**src/rtl/pfd_pkg.sv**
```systemverilog
package pfd_pkg;
   typedef enum logic [1:0] {
      PD_ON_MON_OFF = 2'b00,
      PD_ON_MON_ON  = 2'b01,
      PD_HANDOFF    = 2'b10,
      PD_OFF_MON_ON = 2'b11
   } pd_mode_e;
endpackage

```
**src/rtl/pfd_edge.sv**
```systemverilog
module pfd_edge #(
   parameter int SYNC_STAGES = 0
) (
   input  logic clk,
   input  logic rst_n,
   input  logic sig_i,
   output logic level_o,
   output logic rise_o
);
   logic prev_q;

   generate
      if (SYNC_STAGES == 0) begin : g_direct
         assign level_o = sig_i;
      end else begin : g_sync
         logic [SYNC_STAGES-1:0] chain_q;
         always_ff @(posedge clk or negedge rst_n) begin
            if (!rst_n) chain_q <= '0;
            else        chain_q <= {chain_q[SYNC_STAGES-2:0], sig_i};
         end
         assign level_o = chain_q[SYNC_STAGES-1];
      end
   endgenerate

   always_ff @(posedge clk or negedge rst_n) begin
      if (!rst_n) prev_q <= 1'b0;
      else        prev_q <= level_o;
   end

   assign rise_o = level_o & ~prev_q;
endmodule

```
**src/rtl/pfd_core.sv**
```systemverilog
module pfd_core (
   input  logic clk,
   input  logic rst_n,
   input  logic rise_up_i,
   input  logic rise_dn_i,
   output logic up_q,
   output logic dn_q
);
   logic both_set;
   assign both_set = up_q & dn_q;

   always_ff @(posedge clk or negedge rst_n) begin
      if (!rst_n) begin
         up_q <= 1'b0;
         dn_q <= 1'b0;
      end else if (both_set) begin
         up_q <= 1'b0;
         dn_q <= 1'b0;
      end else begin
         up_q <= up_q | rise_up_i;
         dn_q <= dn_q | rise_dn_i;
      end
   end
endmodule

```
**src/rtl/pfd_lock_filter.sv**
```systemverilog
module pfd_lock_filter #(
   parameter int LOCK_COUNT = 16,
   parameter int MAX_WIDTH  = 2
) (
   input  logic clk,
   input  logic rst_n,
   input  logic up_q,
   input  logic dn_q,
   output logic locked_o
);
   localparam int WW = $clog2(MAX_WIDTH + 2);
   localparam int CW = $clog2(LOCK_COUNT + 1);
   localparam logic [WW-1:0] W_MAX = WW'(MAX_WIDTH);
   localparam logic [WW-1:0] W_SAT = WW'(MAX_WIDTH + 1);
   localparam logic [CW-1:0] C_TOP = CW'(LOCK_COUNT);

   logic [WW-1:0] width_q;
   logic [CW-1:0] run_q;
   logic          done, active, good;

   assign done   = up_q & dn_q;
   assign active = up_q | dn_q;
   assign good   = (width_q < W_MAX);

   always_ff @(posedge clk or negedge rst_n) begin
      if (!rst_n) begin
         width_q <= '0;
      end else if (done) begin
         width_q <= '0;
      end else if (active && width_q != W_SAT) begin
         width_q <= width_q + 1'b1;
      end
   end

   always_ff @(posedge clk or negedge rst_n) begin
      if (!rst_n) begin
         run_q    <= '0;
         locked_o <= 1'b0;
      end else if (done) begin
         if (good) begin
            if (run_q != C_TOP) run_q <= run_q + 1'b1;
            if (run_q + 1'b1 >= C_TOP) locked_o <= 1'b1;
         end else begin
            run_q    <= '0;
            locked_o <= 1'b0;
         end
      end
   end
endmodule

```
**src/rtl/pfd_ctrl.sv**
```systemverilog
module pfd_ctrl #(
   parameter int LOCK_COUNT  = 16,
   parameter int MAX_WIDTH   = 2,
   parameter int SYNC_STAGES = 0,
   parameter int GAIN_W      = 2
) (
   input  logic              clk,
   input  logic              rst_n,
   input  logic              ref_i,
   input  logic              rf_i,
   input  logic [1:0]        mode_i,
   input  logic              sense_i,
   input  logic [GAIN_W-1:0] gain_i,
   input  logic              strobe_i,
   output logic              up_o,
   output logic              dn_o,
   output logic              mon_ref_o,
   output logic              mon_div_o,
   output logic              locked_o,
   output logic [GAIN_W-1:0] gain_o
);
   import pfd_pkg::*;

   localparam int NCH = 2;

   generate
      if (LOCK_COUNT < 1) begin : g_bad_lock
         $error("LOCK_COUNT must be at least 1");
      end
      if (MAX_WIDTH < 1) begin : g_bad_width
         $error("MAX_WIDTH must be at least 1");
      end
      if (SYNC_STAGES == 1 || SYNC_STAGES < 0) begin : g_bad_sync
         $error("SYNC_STAGES must be 0 or at least 2");
      end
   endgenerate

   logic [NCH-1:0] raw_in, lvl, rise;
   assign raw_in = {rf_i, ref_i};

   generate
      for (genvar ch = 0; ch < NCH; ch++) begin : g_edge
         pfd_edge #(.SYNC_STAGES(SYNC_STAGES)) u_edge (
            .clk     (clk),
            .rst_n   (rst_n),
            .sig_i   (raw_in[ch]),
            .level_o (lvl[ch]),
            .rise_o  (rise[ch])
         );
      end
   endgenerate

   logic rise_up, rise_dn, lvl_up, lvl_dn;
   assign rise_up = sense_i ? rise[1] : rise[0];
   assign rise_dn = sense_i ? rise[0] : rise[1];
   assign lvl_up  = sense_i ? lvl[1]  : lvl[0];
   assign lvl_dn  = sense_i ? lvl[0]  : lvl[1];

   logic up_q, dn_q;
   pfd_core u_core (
      .clk       (clk),
      .rst_n     (rst_n),
      .rise_up_i (rise_up),
      .rise_dn_i (rise_dn),
      .up_q      (up_q),
      .dn_q      (dn_q)
   );

   pfd_lock_filter #(.LOCK_COUNT(LOCK_COUNT), .MAX_WIDTH(MAX_WIDTH)) u_lock (
      .clk      (clk),
      .rst_n    (rst_n),
      .up_q     (up_q),
      .dn_q     (dn_q),
      .locked_o (locked_o)
   );

   pd_mode_e mode;
   logic     det_en, mon_en;
   assign mode = pd_mode_e'(mode_i);

   always_comb begin
      det_en = 1'b1;
      mon_en = 1'b1;
      case (mode)
         PD_ON_MON_OFF: mon_en = 1'b0;
         PD_ON_MON_ON:  det_en = 1'b1;
         PD_HANDOFF:    det_en = ~locked_o;
         PD_OFF_MON_ON: det_en = 1'b0;
         default:       det_en = 1'b0;
      endcase
   end

   assign up_o   = up_q & det_en & ~strobe_i;
   assign dn_o   = dn_q & det_en & ~strobe_i;
   assign gain_o = gain_i;

   always_ff @(posedge clk or negedge rst_n) begin
      if (!rst_n) begin
         mon_ref_o <= 1'b0;
         mon_div_o <= 1'b0;
      end else begin
         mon_ref_o <= mon_en & lvl_up;
         mon_div_o <= mon_en & lvl_dn;
      end
   end
endmodule

```
**config.mk**
```make
export PLATFORM = sky130hd
export DESIGN_NAME = pfd_ctrl
export DESIGN_NICKNAME = d
export VERILOG_FILES = /design/src/rtl/pfd_pkg.sv /design/src/rtl/pfd_edge.sv /design/src/rtl/pfd_core.sv /design/src/rtl/pfd_lock_filter.sv /design/src/rtl/pfd_ctrl.sv
export SDC_FILE = /design/constraint.sdc
export NUM_CORES = 1
export LEC_CHECK = 0
export ABC_AREA = 1
export BUFFER_PORTS_ARGS = -buffer_cell sky130_fd_sc_hd__buf_2
export CAP_MARGIN = 20
export CORE_MARGIN = 2
export CORE_UTILIZATION = 45
export CTS_BUF_LIST = sky130_fd_sc_hd__clkbuf_8
export DETAILED_ROUTE_END_ITERATION = 12
export PLACE_DENSITY = 0.68
export SYNTH_ARGS = -nofsm -noshare
export SYNTH_HDL_FRONTEND = slang
export SYNTH_SLANG_ARGS = --single-unit
```
**constraint.sdc**
```tcl
create_clock -name clk -period 1.55 [get_ports clk]
set_input_delay 0.2325 -clock clk [delete_from_list [all_inputs] [get_ports clk]]
set_output_delay 0.2325 -clock clk [all_outputs]
set_load 0.02 [all_outputs]
```
==> results of run 1 <==
report_power, final:
| part | internal [uW] | switching (uW) | total [uW] |
|---|---|---|---|
| Combinational | 185 | 314 | 499 |
| Sequential | 473 | 105 | 579 |
| Clock | 225 | 127 | 351 |
flip-flops by register name, indices dropped and copies added, names as in the netlist:
| signal | cells |
|---|---|
| g_edge.u_edge.prev_q | 2 |
| mon_div_o | 1 |
| u_lock.width_q | 2 |
| u_lock.run_q | 5 |
| u_core.dn_q | 1 |
| u_core.up_q | 1 |
| mon_ref_o | 1 |
| u_lock.locked_o | 1 |
layout by cell type (no fill, tap or decap):
cell type,synthesis,layout
o21ai_2,1,1
o21ai_1,1,1
ha_1,3,3
nor2_1,7,7
dfrtp_1,14,14
a31oi_1,2,2
o21a_1,1,1
nand2_1,16,16
inv_1,12,12
a21oi_2,1,1
xor2_1,1,1
nor2_2,1,1
nand3_2,1,1
nand4_1,1,1
o21ai_0,2,2
nand3_1,11,11
clkbuf_8,0,4
dlygate4sd3_1,0,1
nand2_2,2,2
nor3_1,2,2
inv_2,1,1
buf_2,0,12
a21oi_1,4,4
o21bai_1,1,1
worst max-delay path by stage:
stage | start | slack [ns] | to
after floorplan | u_lock.locked_o | 0.21 | dn_o
after global placement | u_lock.run_q[0] | 0.43 | u_lock.run_q[4]
after detailed placement | u_lock.run_q[0] | 0.39 | u_lock.run_q[4]
after CTS | u_lock.locked_o | 0.17 | up_o
after global routing | u_lock.locked_o | 0.12 | dn_o
final | u_lock.locked_o | 0.17 | up_o
critical path, delay by kind of cell (launching register included):
kind            cells  cell delay, ns
compound gates      1            0.19
buf+inv             1            0.19
flops               1            0.40
simple gates        1            0.13
per-stage QoR:
stage	instance area [um2]	total power [uW]	hold slack, ns
global placement	792	1070	0.147
finish	857	1430	0.151
floorplan	727	961	-0.0631
CTS	857	1440	0.150
global route	857	1550	0.150
detailed placement	792	1080	0.138
Yosys cell counts (all sizes together):
library cell  count  area, um2
nor3              2       10.0
o21a              1       7.51
o21bai            1       7.51
xor2              1       8.76
nand2            18       72.6
buf               2       15.0
a31oi             2       12.5
inv              13       48.8
o21ai             4       23.8
a21oi             5       28.8
nand4             1       6.26
nor2              8       32.5
ha                3       37.5
nand3            12       65.1
dfrtp            14        350
kinds of logic (layout without fill, tap and decap cells):
logic type | count (synthesis) | in the layout
adders and majority gates | 3 | 3
DFF | 14 | 14
and+or+nand+nor | 41 | 41
buffers and inverters | 15 | 30
xor gates and xnor gates | 1 | 1
AOI/OAI and AO/OA | 13 | 13
layout make-up:
cell class | count | area [um2]
Inverter | 13 | 48.8
Timing Repair Buffer | 13 | 70.1
Fill cell | 137 | 649
Tap cell | 16 | 20.0
Clock buffer | 4 | 55.1
Multi-Input combinational cell | 58 | 313
Sequential cell | 14 | 350
per-layer routing:
metal	vias to the layer above	wire length, um
li1	310	-
met1	262	605
met2	12	606
met3	4	74
met4	0	41
met5	-	0
==> impl_results.md, run 1 <==
* Status: complete, no violations
* Clk_lat worst skew at 0.24 ns
* Die width at 44.2 um
* Port bufs at 12
* Most Used Layer, Global Route: met2
* WS Path Type: flip-flop to primary output
* Startpoint types: flip-flop
* Post-Route WL at 1330 um
* Post-synthesis adder-cell area fraction at 0.0516
* Post-Syn Area at 727 um2
* DP Cell Count at 113
* Share of the clock period used by the worst path at 0.887
* CTS tree: done
* Die area at 0.00195 mm2
* Routed length per placed instance at 11.2 um
* Drt via density at 4.98
* Cts hold-fix bufs at 1
* Syn avg cell area at 8.36 um2
* Clk_skew at 0.000796 ns
* Routing usage on met3 at 0.0490
* Final hold violation count at 0
* Post_cts resized at 0
* Pleak at 0.000449 uW
* First-pass GRT wire length at 2280 um
* Critical Path Max Stage Delay at 0.40 ns
* Crit path DAT at 1.14 ns
* Maximum VDD drop at 0.898 mV
* CTS Buf Count at 3
* Final core occ at 0.569
* Max_cap viols at 0
* WP data required at 1.32 ns
* Area grow syn2layout at 17.9%
* Initial antenna violation count at 0
* FP Rows at 14
* Initial DRC Count at 14
* RSZ-0062 raised after global routing: no
* Worst r2r dst: u_lock.run_q[4]
* Post-CTS Setup Bufs at 0
* Clock transition at path regs at 0.06 ns
* Slew Limit Fails at 0
* Slowest-stage cell, CP: dfrtp_1
* Setup violation total in the final timing report at 0
* Worst r2r src: u_lock.run_q[0]
* Power Density at 1670 mW/mm2
* Root Buffer: clkbuf_8
* Layout cell share with drive strength beyond 1 at 0.225
* Register bit count reported by yosys at 14
* Yosys warning count at 0
* Worst-path cell chain: o21a_1 -> nor3_1 -> buf_2
* Seq/Total Area, Yosys at 0.482
* R2R setup slack at 0.39 ns
* Mapped Cells at 87
* # H-tree levels at 1
* Mux contribution to synthesized area at 0
* Peak Freq at 727 MHz
* Place WS at 0.392 ns
* Setup TNS at 0 ns
* Hold Path Class: primary input to flip-flop
* Largest family of logic cells by synthesized area: simple AND/OR/NAND/NOR gates
* Hold Startpoint: ref_i
* Core ar. at 0.00151 mm2
* Final std cells w/o fill at 118
* Clk buf depth at 2
* Initial core utilization at 0.483
* Depth of the worst register-to-register path at 8
* PnR worst setup slack at 0.175 ns
* Met1 Use GR at 0.210
* Vias post-DR at 588
* Synthesized netlist net count at 100
* Worst-margin pin slew at 0.309 ns
* XOR/XNOR share of the synthesized area at 0.0120
* Post-layout min period at 1.38 ns
* Drt drc at 0
* Hold path depth at 1
* Compound-cell area share of the yosys netlist at 0.110
* Total global routing track utilization at 0.171
* Die height at 44.2 um
* Diodes inserted at 0
* Hold worst-path end: g_edge[0].u_edge.prev_q
* Antenna Violating Nets Remaining at 0
* Post-DP HPWL at 1050 um
* Grt total ovfl at 0
* Post-synthesis simple-gate area fraction at 0.256
* Vias in the first global route at 544
* Critical Path Fanout Max at 3
* Critical Path End Type: primary output
* Slew Limit Headroom at 0.794
* First-pass iteration count of the detailed router at 4
* Largest net degree at the start of global routing at 15
* GRT met2 Usage at 0.253
* Io pins at 17
* Final #Nets at 116
* Clock sink total at 14
* Placer congestion estimate at 0.753
* Synth unique cells at 22
Power figures use the tool's default switching activity.
==> inputs of run 2 (changes only) <==
--- a/config.mk
+++ b/config.mk
@@ -8,11 +8,11 @@
 export ABC_AREA = 1
 export BUFFER_PORTS_ARGS = -buffer_cell sky130_fd_sc_hd__buf_2
 export CAP_MARGIN = 20
-export CORE_MARGIN = 2
+export CORE_MARGIN = 4
 export CORE_UTILIZATION = 45
 export CTS_BUF_LIST = sky130_fd_sc_hd__clkbuf_8
 export DETAILED_ROUTE_END_ITERATION = 12
-export PLACE_DENSITY = 0.68
+export PLACE_DENSITY = 0.71
 export SYNTH_ARGS = -nofsm -noshare
 export SYNTH_HDL_FRONTEND = slang
 export SYNTH_SLANG_ARGS = --single-unit
==> impl_results.md, run 2 (synthesis gave the netlist of run 1 again) <==
* Worst-path cell chain: o21a_1 -> nor3_1 -> buf_2
* Clock transition at path regs at 0.05 ns
* Vias in the first global route at 541
* Vias post-DR at 601
* Most frequent cells in the layout: nand2_1 (16), dfrtp_1 (14), inv_1 (12), buf_2 (12), nand3_1 (11)
* Worst r2r dst: u_lock.run_q[2]
* Post-DP HPWL at 1070 um
* Critical Path Max Stage Delay at 0.38 ns
* Core ar. at 0.00152 mm2
* Slowest-stage cell, CP: dfrtp_1
* Post-CTS Setup Bufs at 0
* Initial antenna violation count at 0
* Crit. Startpoint: u_lock.locked_o
* Crit path DAT at 1.11 ns
* Placer congestion estimate at 0.804
* Critical path buffer and inverter count at 1
* Clk buf depth at 2
* Place WS at 0.404 ns
* Routed length per placed instance at 11.7 um
* Top flop regs: u_lock.run_q x5, g_edge.u_edge.prev_q x2, u_lock.width_q x2
* Initial core utilization at 0.477
* RSZ-0062 raised after global routing: no
* PnR worst setup slack at 0.206 ns
* Commonest non-fill, non-tap cell in the layout: nand2_1
* Total global routing track utilization at 0.155
* Cts hold-fix bufs at 1
* Critical Path End Type: primary output
* FP Rows at 14
* WS Path Type: flip-flop to primary output
* CTS Buf Count at 3
* Peak Freq at 744 MHz
* Min Hold Slack at 0.158 ns
* Final #Nets at 116
* Status: complete, no violations
* Grt total ovfl at 0
* Die height at 48.2 um
* Hold Path Class: primary input to flip-flop
* CP top delay family: flip-flops
* Clock sink total at 14
* Drt drc at 0
* Layout cell share with drive strength beyond 1 at 0.218
* Hold Startpoint: ref_i
* CTS tree: done
* Pleak at 0.000442 uW
* Root Buffer: clkbuf_8
* First-pass GRT wire length at 2370 um
* Max_cap viols at 0
* Setup TNS at 0 ns
* Post-Route WL at 1370 um
* Clk_skew at 0.00120 ns
* Worst-margin pin slew at 0.313 ns
* Setup violation total in the final timing report at 0
* Initial DRC Count at 10
* Depth of the worst register-to-register path at 8
* Clk_lat worst skew at 0.24 ns
* Slew Limit Fails at 0
* Final hold violation count at 0
* Maximum VDD drop at 1.05 mV
* Fill cells at 146
* Critical Path Fanout Max at 3
* Io pins at 17
* Drt via density at 5.14
* Hold worst-path end: g_edge[0].u_edge.prev_q
* Die area at 0.00232 mm2
* Worst r2r src: u_lock.run_q[0]
* Hold path depth at 1
* Post_cts resized at 0
* Reg with most FFs: u_lock.run_q
* Power Density at 1630 mW/mm2
* R2R setup slack at 0.39 ns
* Die width at 48.2 um
* Post-layout min period at 1.34 ns
* Largest net degree at the start of global routing at 15
* Antenna Violating Nets Remaining at 0
* Area grow syn2layout at 16.0%
* Max reg flops at 5
* Slew Limit Headroom at 0.791
* WP data required at 1.32 ns
* # H-tree levels at 1
* Share of the clock period used by the worst path at 0.867
* Startpoint types: flip-flop
* Port bufs at 12
* First-pass iteration count of the detailed router at 4
* Diodes inserted at 0
## run 2: layout make-up
type	instances	area, um2	share of cell area
inverters	13	48.8	0.0579
repair buffers	13	70.1	0.0831
clock buffers	3	41.3	0.0490
multi-input cells	58	313	0.371
well taps	16	20.0	0.0237
flip-flops and latches	14	350	0.415
## run 2: how the worst max path moves through the flow
| stage | end | slack, ns | cells after the start |
|---|---|---|---|
| after global placement | u_lock.run_q[4] | 0.43 | 8 |
| after detailed placement | u_lock.run_q[1] | 0.40 | 8 |
| after CTS | dn_o | 0.19 | 3 |
| final | up_o | 0.21 | 3 |
| after floorplan | dn_o | 0.21 | 2 |
| after global routing | up_o | 0.13 | 3 |
## run 2: power by group
group	internal (uW)	switching [uW]	total, uW	leakage, uW
Sequential	474	107	581	0.000177
Combinational	185	319	504	0.000243
Clock	172	119	291	0.0000216
Total	830	545	1380	0.000442
## run 2: routing by layer
metal  vias to the layer above  share of wire  GRT usage
met2                        11           0.48      0.229
li1                        308              -          -
met5                         -              0          0
met4                         0          0.026     0.0968
met1                       278           0.45      0.190
met3                         4          0.044     0.0554
## run 2: per-stage QoR
step           cell area, um2  instances   util  total power (uW)
2_1_floorplan             727         87      -               961
3_3_place_gp              792        113  0.520              1070
3_5_place_dp              792        113  0.520              1090
4_1_cts                   843        117  0.553              1390
5_1_grt                   843        117  0.553              1490
6_report                  843        117  0.553              1380
